## config.mk

```make
export PLATFORM = sky130hd
export DESIGN_NAME = crc_skip_engine
export DESIGN_NICKNAME = d
export VERILOG_FILES = /design/src/rtl/crc_skip_pkg.sv /design/src/rtl/crc_lead_zeros.sv /design/src/rtl/crc_step_decide.sv /design/src/rtl/crc_splice.sv /design/src/rtl/crc_skip_engine.sv
export SDC_FILE = /design/constraint.sdc
export NUM_CORES = 1
export LEC_CHECK = 0
export CAP_MARGIN = 25
export CORE_ASPECT_RATIO = 0.7
export CORE_MARGIN = 3
export CORE_UTILIZATION = 57
export DETAILED_ROUTE_END_ITERATION = 12
export PLACE_DENSITY = 0.87
export REMOVE_ABC_BUFFERS = 1
export SETUP_SLACK_MARGIN = 0.02
export SLEW_MARGIN = 20
export SYNTH_ARGS = -nofsm -noshare
export SYNTH_HDL_FRONTEND = slang
export SYNTH_SLANG_ARGS = --single-unit
```

## constraint.sdc

```tcl
create_clock -name clk -period 13.5 [get_ports clk]
set_clock_uncertainty 0.15 [all_clocks]
set_input_delay 2.7 -clock clk [delete_from_list [all_inputs] [get_ports clk]]
set_output_delay 2.7 -clock clk [all_outputs]
set_load 0.05 [all_outputs]
```

## src/rtl/crc_skip_pkg.sv

```systemverilog
package crc_skip_pkg;

    // Outcome of one division step
    typedef enum logic [1:0] {
        STEP_MORE       = 2'd0,  // XOR applied, message bits remain
        STEP_LAST_XOR   = 2'd1,  // XOR applied on the final message bit
        STEP_LAST_PLAIN = 2'd2   // leading run outlasts the message, no XOR
    } step_kind_e;

endpackage

```

## src/rtl/crc_lead_zeros.sv

```systemverilog
module crc_lead_zeros #(
    parameter int W  = 16,
    localparam int ZW = $clog2(W + 1)
) (
    input  logic [W-1:0]  vec,
    output logic [ZW-1:0] zeros
);

    // Priority encoder: the highest set bit wins, all-zero gives W
    always_comb begin
        zeros = ZW'(W);
        for (int i = 0; i < W; i++) begin
            if (vec[i]) begin
                zeros = ZW'(W - 1 - i);
            end
        end
    end

endmodule

```

## src/rtl/crc_step_decide.sv

```systemverilog
module crc_step_decide
    import crc_skip_pkg::*;
#(
    parameter int SKIP_W = 5,
    parameter int CNT_W  = 3,
    parameter int TAKE_W = 4
) (
    input  logic [SKIP_W-1:0] skip,
    input  logic [CNT_W-1:0]  cnt,
    output step_kind_e        kind,
    output logic [TAKE_W-1:0] take,
    output logic [CNT_W-1:0]  lo_pos,
    output logic [CNT_W-1:0]  cnt_next
);

    logic [SKIP_W-1:0] cnt_ext;
    assign cnt_ext = SKIP_W'(cnt);

    always_comb begin
        if (skip < cnt_ext) begin
            kind     = STEP_MORE;
            take     = TAKE_W'(skip) + TAKE_W'(1);
            lo_pos   = cnt - CNT_W'(skip);
            cnt_next = cnt - CNT_W'(skip) - CNT_W'(1);
        end else if (skip == cnt_ext) begin
            kind     = STEP_LAST_XOR;
            take     = TAKE_W'(cnt) + TAKE_W'(1);
            lo_pos   = '0;
            cnt_next = '0;
        end else begin
            kind     = STEP_LAST_PLAIN;
            take     = TAKE_W'(cnt) + TAKE_W'(1);
            lo_pos   = '0;
            cnt_next = '0;
        end
    end

endmodule

```

## src/rtl/crc_splice.sv

```systemverilog
module crc_splice #(
    parameter int              W      = 16,
    parameter int              MSG_W  = 8,
    parameter int              TAKE_W = 4,
    parameter int              POS_W  = 3,
    parameter logic [W-1:0]    POLY   = 16'h1021
) (
    input  logic [W-1:0]      rem,
    input  logic [MSG_W-1:0]  msg,
    input  logic [TAKE_W-1:0] take,
    input  logic [POS_W-1:0]  lo_pos,
    input  logic              xor_en,
    output logic [W-1:0]      next_rem
);

    logic [W-1:0] shifted;
    logic [W-1:0] fill;
    logic [W-1:0] keep_mask;
    logic [W-1:0] merged;

    assign shifted = rem << take;
    assign fill    = W'(msg >> lo_pos);

    // Ones at and above bit `take`, zeros below
    for (genvar i = 0; i < W; i++) begin : g_mask
        assign keep_mask[i] = (32'(take) <= 32'(i));
    end

    assign merged   = (shifted & keep_mask) | (fill & ~keep_mask);
    assign next_rem = xor_en ? (merged ^ POLY) : merged;

endmodule

```

## src/rtl/crc_skip_engine.sv

```systemverilog
module crc_skip_engine
    import crc_skip_pkg::*;
#(
    parameter int                 REM_W    = 16,
    parameter int                 DATA_W   = 24,
    parameter int                 MSG_BITS = 8,
    parameter logic [REM_W-1:0]   POLY     = 16'h1021
) (
    input  logic              clk,
    input  logic              rst_n,
    input  logic              start,
    input  logic [REM_W-1:0]  seed,
    input  logic [DATA_W-1:0] data,
    output logic              busy,
    output logic              done,
    output logic [REM_W-1:0]  crc
);

    localparam int CNT_W    = $clog2(MSG_BITS);
    localparam int SKIP_W   = $clog2(REM_W + 1);
    localparam int TAKE_W   = $clog2(MSG_BITS + 1);
    localparam int CNT_INIT = MSG_BITS - 1;

    typedef struct packed {
        logic                busy;
        logic                done;
        logic [REM_W-1:0]    rem;
        logic [MSG_BITS-1:0] msg;
        logic [CNT_W-1:0]    cnt;
    } eng_t;

    eng_t st_d, st_q;

    logic [SKIP_W-1:0] skip;
    step_kind_e        kind;
    logic [TAKE_W-1:0] take;
    logic [CNT_W-1:0]  lo_pos;
    logic [CNT_W-1:0]  cnt_next;
    logic [REM_W-1:0]  rem_step;
    logic              unused_data_hi;

    assign unused_data_hi = ^data[DATA_W-1:MSG_BITS];

    crc_lead_zeros #(.W(REM_W)) u_lzc (
        .vec   (st_q.rem),
        .zeros (skip)
    );

    crc_step_decide #(
        .SKIP_W (SKIP_W),
        .CNT_W  (CNT_W),
        .TAKE_W (TAKE_W)
    ) u_decide (
        .skip     (skip),
        .cnt      (st_q.cnt),
        .kind     (kind),
        .take     (take),
        .lo_pos   (lo_pos),
        .cnt_next (cnt_next)
    );

    crc_splice #(
        .W      (REM_W),
        .MSG_W  (MSG_BITS),
        .TAKE_W (TAKE_W),
        .POS_W  (CNT_W),
        .POLY   (POLY)
    ) u_splice (
        .rem      (st_q.rem),
        .msg      (st_q.msg),
        .take     (take),
        .lo_pos   (lo_pos),
        .xor_en   (kind != STEP_LAST_PLAIN),
        .next_rem (rem_step)
    );

    always_comb begin
        st_d      = st_q;
        st_d.done = 1'b0;
        if (!st_q.busy) begin
            if (start) begin
                st_d.busy = 1'b1;
                st_d.rem  = seed;
                st_d.msg  = data[MSG_BITS-1:0];
                st_d.cnt  = CNT_W'(CNT_INIT);
            end
        end else begin
            st_d.rem = rem_step;
            st_d.cnt = cnt_next;
            if (kind != STEP_MORE) begin
                st_d.busy = 1'b0;
                st_d.done = 1'b1;
            end
        end
    end

    always_ff @(posedge clk or negedge rst_n) begin
        if (!rst_n) begin
            st_q <= '0;
        end else begin
            st_q <= st_d;
        end
    end

    assign busy = st_q.busy;
    assign done = st_q.done;
    assign crc  = st_q.rem;

endmodule

```

[Word level (Yosys, flattened, before mapping)]
Cells that the tools add are included.
W data, S select, Z words.
Operators by class
  add/sub/neg operators: 4
  order comparisons: 16
  mux-type cells: 29
  eq/ne operators: 2
  shifts and indexed selects: 2
  bitwise logic cells: 6
  reduce and logical (&&, ||, !) cells: 3
Operators with widths (number)
  $mux W5: 16
  $and A16 B16 Y16: 2
  $le A4 B4 Y1 const B: 7
  $mux W27: 1
  $le A4 B3 Y1 const B: 4
  $mux W16: 1
  $not A16 Y16: 1
  $or A16 B16 Y16: 1
  $shl A16 B4 Y16: 1
  $shr A8 B3 Y16: 1
  $mux W13: 1
  $mux W3: 3
  $le A4 B1 Y1 const B: 2
  $le A4 B2 Y1 const B: 2
  $mux W2: 3
  $eq A5 B3 Y1: 1
  $lt A5 B3 Y1: 1
  $add A3 B1 Y4 const B: 1
  $add A4 B1 Y4 const B: 1
  $mux W4: 1
  $reduce_bool A2 Y1: 2
  $mux W1: 3
  $not A3 Y3: 1
  $sub A3 B1 Y3 const B: 1
  other kinds (4): 4
Word-level totals
  input port bits: 43
  logic and storage cells: 67
  bits in registers: 29

[Logic depth before layout (Yosys ltp)]
  depth after elaboration: 25
  depth in mapped cells: 21

[By module]
A second synthesis with hierarchy kept.
Second synthesis, totals
  cells, all modules: 329
  area total of the unflattened synthesis: 2954.1 um2
By module, submodules not included
  crc_skip_engine: area each 1397.6 um2, times used 1, cells each 122
  crc_splice: area each 1021.0 um2, times used 1, cells each 131
  crc_step_decide: area each 346.6 um2, times used 1, cells each 44
  crc_lead_zeros: area each 188.9 um2, times used 1, cells each 32

[Worst setup path after synthesis]
OpenSTA, ideal clock, no wires.
  path type: reg2reg
  from: reg st_q (netlist bit crc[14])
  to: reg st_q (netlist bit crc[7])
  data required time: 13272 ps
  data arrival time: 4318 ps
  path slack: 8955 ps
  setup time: 78 ps
  clock period less this slack: 4545 ps
  cell stages (with the launch flop): 20
  cell sequence: dfrtp_1 > buf_6 > or4_4 > buf_6 > a21oi_1 > ha_1 > a21oi_1 > and2_1 > clkbuf_1 > nand2_1 > nor2_1 > a21o_1 > ha_1 > buf_1 > xnor2_4 > mux2i_1 > mux4_2 > nor2_1 > a31oi_1 > a21oi_1
Between the ends
  longest elaborated chain between the ends: 10
Ends and longest elaborated chain
  start, declared: RTL line crc_skip_engine.sv:32  | eng_t st_d, st_q;
  start signal, assigned: RTL line crc_skip_engine.sv:101  | st_q <= st_d;
  $mux W5 (2 in series): RTL line crc_lead_zeros.sv:13  | if (vec[i]) begin
  $add A4 B1 Y4 or $lt A5 B3 Y1 (tied branches): RTL line crc_step_decide.sv:22, crc_step_decide.sv:20
  $mux W4: RTL line crc_step_decide.sv:20  | if (skip < cnt_ext) begin
  $le A4 B3 Y1: RTL line crc_splice.sv:26  | assign keep_mask[i] = (32'(take) <= 32'(i));
  $not A16 Y16: RTL line crc_splice.sv:29  | assign merged = (shifted & keep_mask) | (fill & ~keep_mask);
  $and A16 B16 Y16: RTL line crc_splice.sv:29
  $or A16 B16 Y16 (*): RTL line crc_splice.sv:29
  $mux W13 (*): RTL line crc_splice.sv:30  | assign next_rem = xor_en ? (merged ^ POLY) : merged;
  $mux W16 (*): RTL line crc_skip_engine.sv:80  | if (!st_q.busy) begin
Every way passes the cells marked *; elsewhere a longest branch is shown, timed or not.
A chain may end at the register's enable or synchronous reset.

[Worst setup path in the final report]
  from: reg st_q (netlist bit crc[3])
  to: reg st_q (netlist bit crc[2])
Between the ends
  longest elaborated chain between the ends: 21
Ends and longest elaborated chain (RTL line)
  $mux W5 (13 in series): crc_lead_zeros.sv:13
  $add A4 B1 Y4 or $lt A5 B3 Y1 (tied branches): crc_step_decide.sv:22, crc_step_decide.sv:20
  $mux W4: crc_step_decide.sv:20
  $le A4 B2 Y1: crc_splice.sv:26
  $not A16 Y16: crc_splice.sv:29
  $and A16 B16 Y16: crc_splice.sv:29
  $or A16 B16 Y16 (*): crc_splice.sv:29
  $mux W13 (*): crc_splice.sv:30
  $mux W16 (*): crc_skip_engine.sv:80
Marks and branches as above.

==> results.py <==
metrics = {
    "timing": {
        "finalSetupViolations": 0,
        "relSlewSlack_pct": 44.06,
        "clock.fmax_ghz": 0.1677,
        "finalCritPeriodShare_pct": 44.18,
        "grt_setup_unrepaired": "false",
        "period_needed_ns": 5.964,
        "setup-tns-final_ns": 0,
        "maxSlewViolCount": 0,
        "hold_violations": 0,
        "worstMarginPinSlew_ns": 0.8391,
    },
    "logic_synthesis": {
        "area_contributors_post_synth": "sky130_fd_sc_hd__dfrtp_1 23%, sky130_fd_sc_hd__mux2i_1 6.0%, sky130_fd_sc_hd__mux4_2 5.0%",
        "yosysTopAreaCellShare_pct": 22.86,
        "netlist_instances": 375,
        "synthesized_cell_area_mm2": 0.003174,
        "synth.avg_cell_area_um2": 8.465,
        "synth-seq-cells": 29,
        "synth_largest_area_cell": "sky130_fd_sc_hd__dfrtp_1",
        "synth_async_sr_flop_share_pct": 100.0,
        "synth-seq-area-share_pct": 22.86,
        "synth.lib_cells_used.distinct": 65,
        "yosysWarnings": 0,
        "synth-edff-count": 0,
        "yosys_most_used_dff": "sky130_fd_sc_hd__dfrtp_1",
    },
    "hold_path": {
        "holdCritPathClass": "reg2reg",
        "hold_start": "st_q[3]$_DFFE_PN0P_",
        "worstHoldEndpoint": "st_q[3]$_DFFE_PN0P_",
        "worstHoldPathCells": 1,
    },
    "worst_setup_path": {
        "timing.critical_path.from_type": "register",
        "timing.setup.critical_path_class": "reg2reg",
        "crit_path_top_delay_cell": "sky130_fd_sc_hd__o41ai_1",
        "end_kind": "register",
        "cp_data_required_time_ns": 13.58,
        "worst_r2r_startpoint": "crc[3]$_DFFE_PN0P_",
        "regToRegSetupSlack_ns": 7.54,
        "r2r.worst_path.cells": 14,
        "cp_cell_sequence": "o41ai_1, a21oi_1, ha_1, a21oi_1, and2_1, nand3_1, o22ai_4, inv_4, ha_1, xnor2_2, nand2_1, a21oi_1, mux2_1, a21oi_1",
        "timing.critical_path.arrival_ns": 6.04,
        "most_frequent_cell_on_the_critical_path": "sky130_fd_sc_hd__a21oi_1",
        "path_max_fanout": 18,
        "regToRegEndpoint": "crc[2]$_DFFE_PN0P_",
        "slowest_delay_ns": 0.76,
    },
    "outcome": {
        "outcome": "finished clean",
    },
    "detailed_routing": {
        "ant_nets": 0,
        "drt-wirelength-per-cell_um": 19.54,
        "route.vias.total": 3133,
        "detailedRoute.firstIterationViolations": 370,
        "totalWireLength_mm": 8.889,
        "post-route-drc-count": 0,
        "firstDrtPassIters": 8,
        "detail_route.vias_per_cell": 6.886,
    },
    "grt": {
        "grt_first_pass_wirelength_mm": 14.30,
        "grt_start_max_net_pins": 44,
        "antenna_found_initial": 0,
        "groute.usage.overall_pct": 28.96,
        "first_global_vias": 2862,
        "globalRoute.totalOverflow": 0,
    },
    "floorplanning": {
        "area_enclosed_by_the_die_boundary_mm2": 0.006515,
        "die_y_extent_um": 68.44,
        "floorplan.io_pins": 61,
        "starting_density_of_the_core_pct": 59.75,
        "floorplan.die.width_um": 95.20,
        "floorplan.rows": 22,
        "core-area_mm2": 0.005313,
    },
    "clock_tree": {
        "cts_hold_repair_buffers": 0,
        "ctsLongestPathBuffers": 2,
        "cts_sinks": 29,
        "tritoncts": "yes",
        "worst_setup_hold_path_clk_slew_ns": 0.08,
        "ctsRootBufferMaster": "sky130_fd_sc_hd__clkbuf_8",
        "clock_insertion_delay_worst_skew_ns": 0.31,
        "ctsHtreeMaxLevel": 2,
        "postCtsSetupRepairBufs": 0,
        "tritoncts.num_buffers": 5,
        "cts_repair_resize_count": 0,
    },
    "placed_design": {
        "port-buffer-count": 44,
        "routability_congestion_estimate_from_global_placement": 0.9211,
        "dpl.hpwl_mm": 6.206,
    },
    "layout": {
        "finish.net_count": 437,
        "antenna-diode-count": 0,
        "flow.area_growth_from_synthesis_pct": 13.60,
        "final.fill_count": 443,
        "share_of_final_layout_standard_cells_stronger_than_drive_strength_1_pct": 12.53,
    },
    "flow_run": {
        "drv.max_cap_violation_count": 0,
    },
}
## layout make-up
cell class / count / area (µm²) / area share (%)
multi-input cells: 287 / 2160 / 59.89
flip-flops and latches: 29 / 725.7 / 20.12
repair buffers: 47 / 462.9 / 12.84
well taps: 72 / 90.09 / 2.498
clock buffers: 6 / 82.58 / 2.290
inverters: 12 / 47.55 / 1.319
clock inverters: 2 / 37.54 / 1.041
## state kept, by name, summed over array words and instances (netlist names)
signal,cells
done,1
st_q,11
busy,1
crc,16
## metal layers
metal,GRT usage [%],vias up,part of all wire (%)
met4,9.892,0,2.0
li1,-,1400,-
met3,7.143,27,12
met2,41.33,211,43
met5,0,-,0
met1,42.41,1495,43
## critical path, delay by kind of cell, from the launching register on
kind	cells	cell delay, ns
adders and majority gates	2	0.78
xor gates and xnor gates	1	0.66
muxes	1	0.35
and+or+nand+nor	3	0.98
buffers and inverters	1	0.21
DFF	1	0.49
AOI/OAI and AO/OA	6	2.25
## per-stage QoR
| stage | utilization [%] | area [µm²] | std cells | hold slack (ns) | setup WS, ns |
|---|---|---|---|---|---|
| global route | 67.88 | 3606 | 455 | 0.3901 | 7.151 |
| CTS | 67.64 | 3593 | 455 | 0.3603 | 7.309 |
| floorplan | - | 2917 | 328 | 0.3258 | 8.353 |
| finish | 67.88 | 3606 | 455 | 0.3649 | 7.536 |
| global placement | 65.31 | 3470 | 447 | 0.3453 | 7.629 |
| detailed placement | 65.38 | 3473 | 447 | 0.3429 | 7.332 |
## worst max path at each step
| stage | slack, ns | startpoint | depth (start not counted) | end |
|---|---|---|---|---|
| final | 7.54 | crc[3]$_DFFE_PN0P_ | 14 | crc[2]$_DFFE_PN0P_ |
| after CTS | 7.31 | crc[2]$_DFFE_PN0P_ | 14 | crc[2]$_DFFE_PN0P_ |
| after global placement | 7.63 | crc[0]$_DFFE_PN0P_ | 14 | crc[2]$_DFFE_PN0P_ |
| after global routing | 7.15 | crc[8]$_DFFE_PN0P_ | 14 | crc[2]$_DFFE_PN0P_ |
| after detailed placement | 7.33 | crc[0]$_DFFE_PN0P_ | 14 | crc[2]$_DFFE_PN0P_ |
| after floorplan | 8.35 | crc[14]$_DFFE_PN0P_ | 14 | crc[2]$_DFFE_PN0P_ |
## logic make-up after synthesis
| kind of cell | share of synthesized area (%) |
|---|---|
| simple gates | 19.39 |
| flops | 22.86 |
| compound gates | 23.57 |
| fa+ha+maj | 4.966 |
| buf+inv | 9.618 |
| mux | 17.34 |
| xor+xnor | 2.247 |
## synthesized netlist by cell type, types with 3 or more instances
library cell and count:
sky130_fd_sc_hd__inv_1 11, sky130_fd_sc_hd__ha_1 11, sky130_fd_sc_hd__and2_1 3, sky130_fd_sc_hd__o21ai_1 3, sky130_fd_sc_hd__mux2i_1 19, sky130_fd_sc_hd__a21o_1 5, sky130_fd_sc_hd__xor2_1 3, sky130_fd_sc_hd__nor2b_1 13
sky130_fd_sc_hd__mux4_2 7, sky130_fd_sc_hd__a221oi_1 4, sky130_fd_sc_hd__buf_2 5, sky130_fd_sc_hd__buf_4 16, sky130_fd_sc_hd__a32oi_1 3, sky130_fd_sc_hd__nand3_1 11, sky130_fd_sc_hd__a21oi_1 27, sky130_fd_sc_hd__o31ai_1 3
sky130_fd_sc_hd__a31oi_1 11, sky130_fd_sc_hd__o211ai_1 4, sky130_fd_sc_hd__a211oi_1 12, sky130_fd_sc_hd__mux2_2 12, sky130_fd_sc_hd__o21ai_0 15, sky130_fd_sc_hd__nor3_1 9, sky130_fd_sc_hd__clkbuf_1 22, sky130_fd_sc_hd__nor4_1 3
sky130_fd_sc_hd__nor2_1 25, sky130_fd_sc_hd__dfrtp_1 29, sky130_fd_sc_hd__nand2_1 30, sky130_fd_sc_hd__and3_1 8
## layout by cell type (no fill, tap or decap), types with 3 or more instances in the layout
cell / count
sky130_fd_sc_hd__clkbuf_8: 6
sky130_fd_sc_hd__and2_1: 3
sky130_fd_sc_hd__ha_1: 11
sky130_fd_sc_hd__nor2b_1: 13
sky130_fd_sc_hd__a31oi_1: 11
sky130_fd_sc_hd__xor2_1: 3
sky130_fd_sc_hd__inv_1: 11
sky130_fd_sc_hd__a21o_1: 5
sky130_fd_sc_hd__a211oi_1: 12
sky130_fd_sc_hd__nor3_1: 8
sky130_fd_sc_hd__buf_4: 3
sky130_fd_sc_hd__nand2_1: 30
sky130_fd_sc_hd__nor4_1: 3
sky130_fd_sc_hd__a32oi_1: 3
sky130_fd_sc_hd__mux4_2: 7
sky130_fd_sc_hd__o211ai_1: 4
sky130_fd_sc_hd__a221oi_1: 4
sky130_fd_sc_hd__o21ai_1: 3
sky130_fd_sc_hd__o21ai_0: 15
sky130_fd_sc_hd__mux2_2: 12
sky130_fd_sc_hd__dfrtp_1: 29
sky130_fd_sc_hd__clkdlybuf4s50_1: 44
sky130_fd_sc_hd__mux2i_1: 19
sky130_fd_sc_hd__o31ai_1: 3
sky130_fd_sc_hd__a21oi_1: 26
sky130_fd_sc_hd__nand3_1: 11
sky130_fd_sc_hd__nor2_1: 25
sky130_fd_sc_hd__and3_1: 8
Power is not shown: default switching activity piles up to over one toggle a cycle in this logic, so the estimate is an artifact.
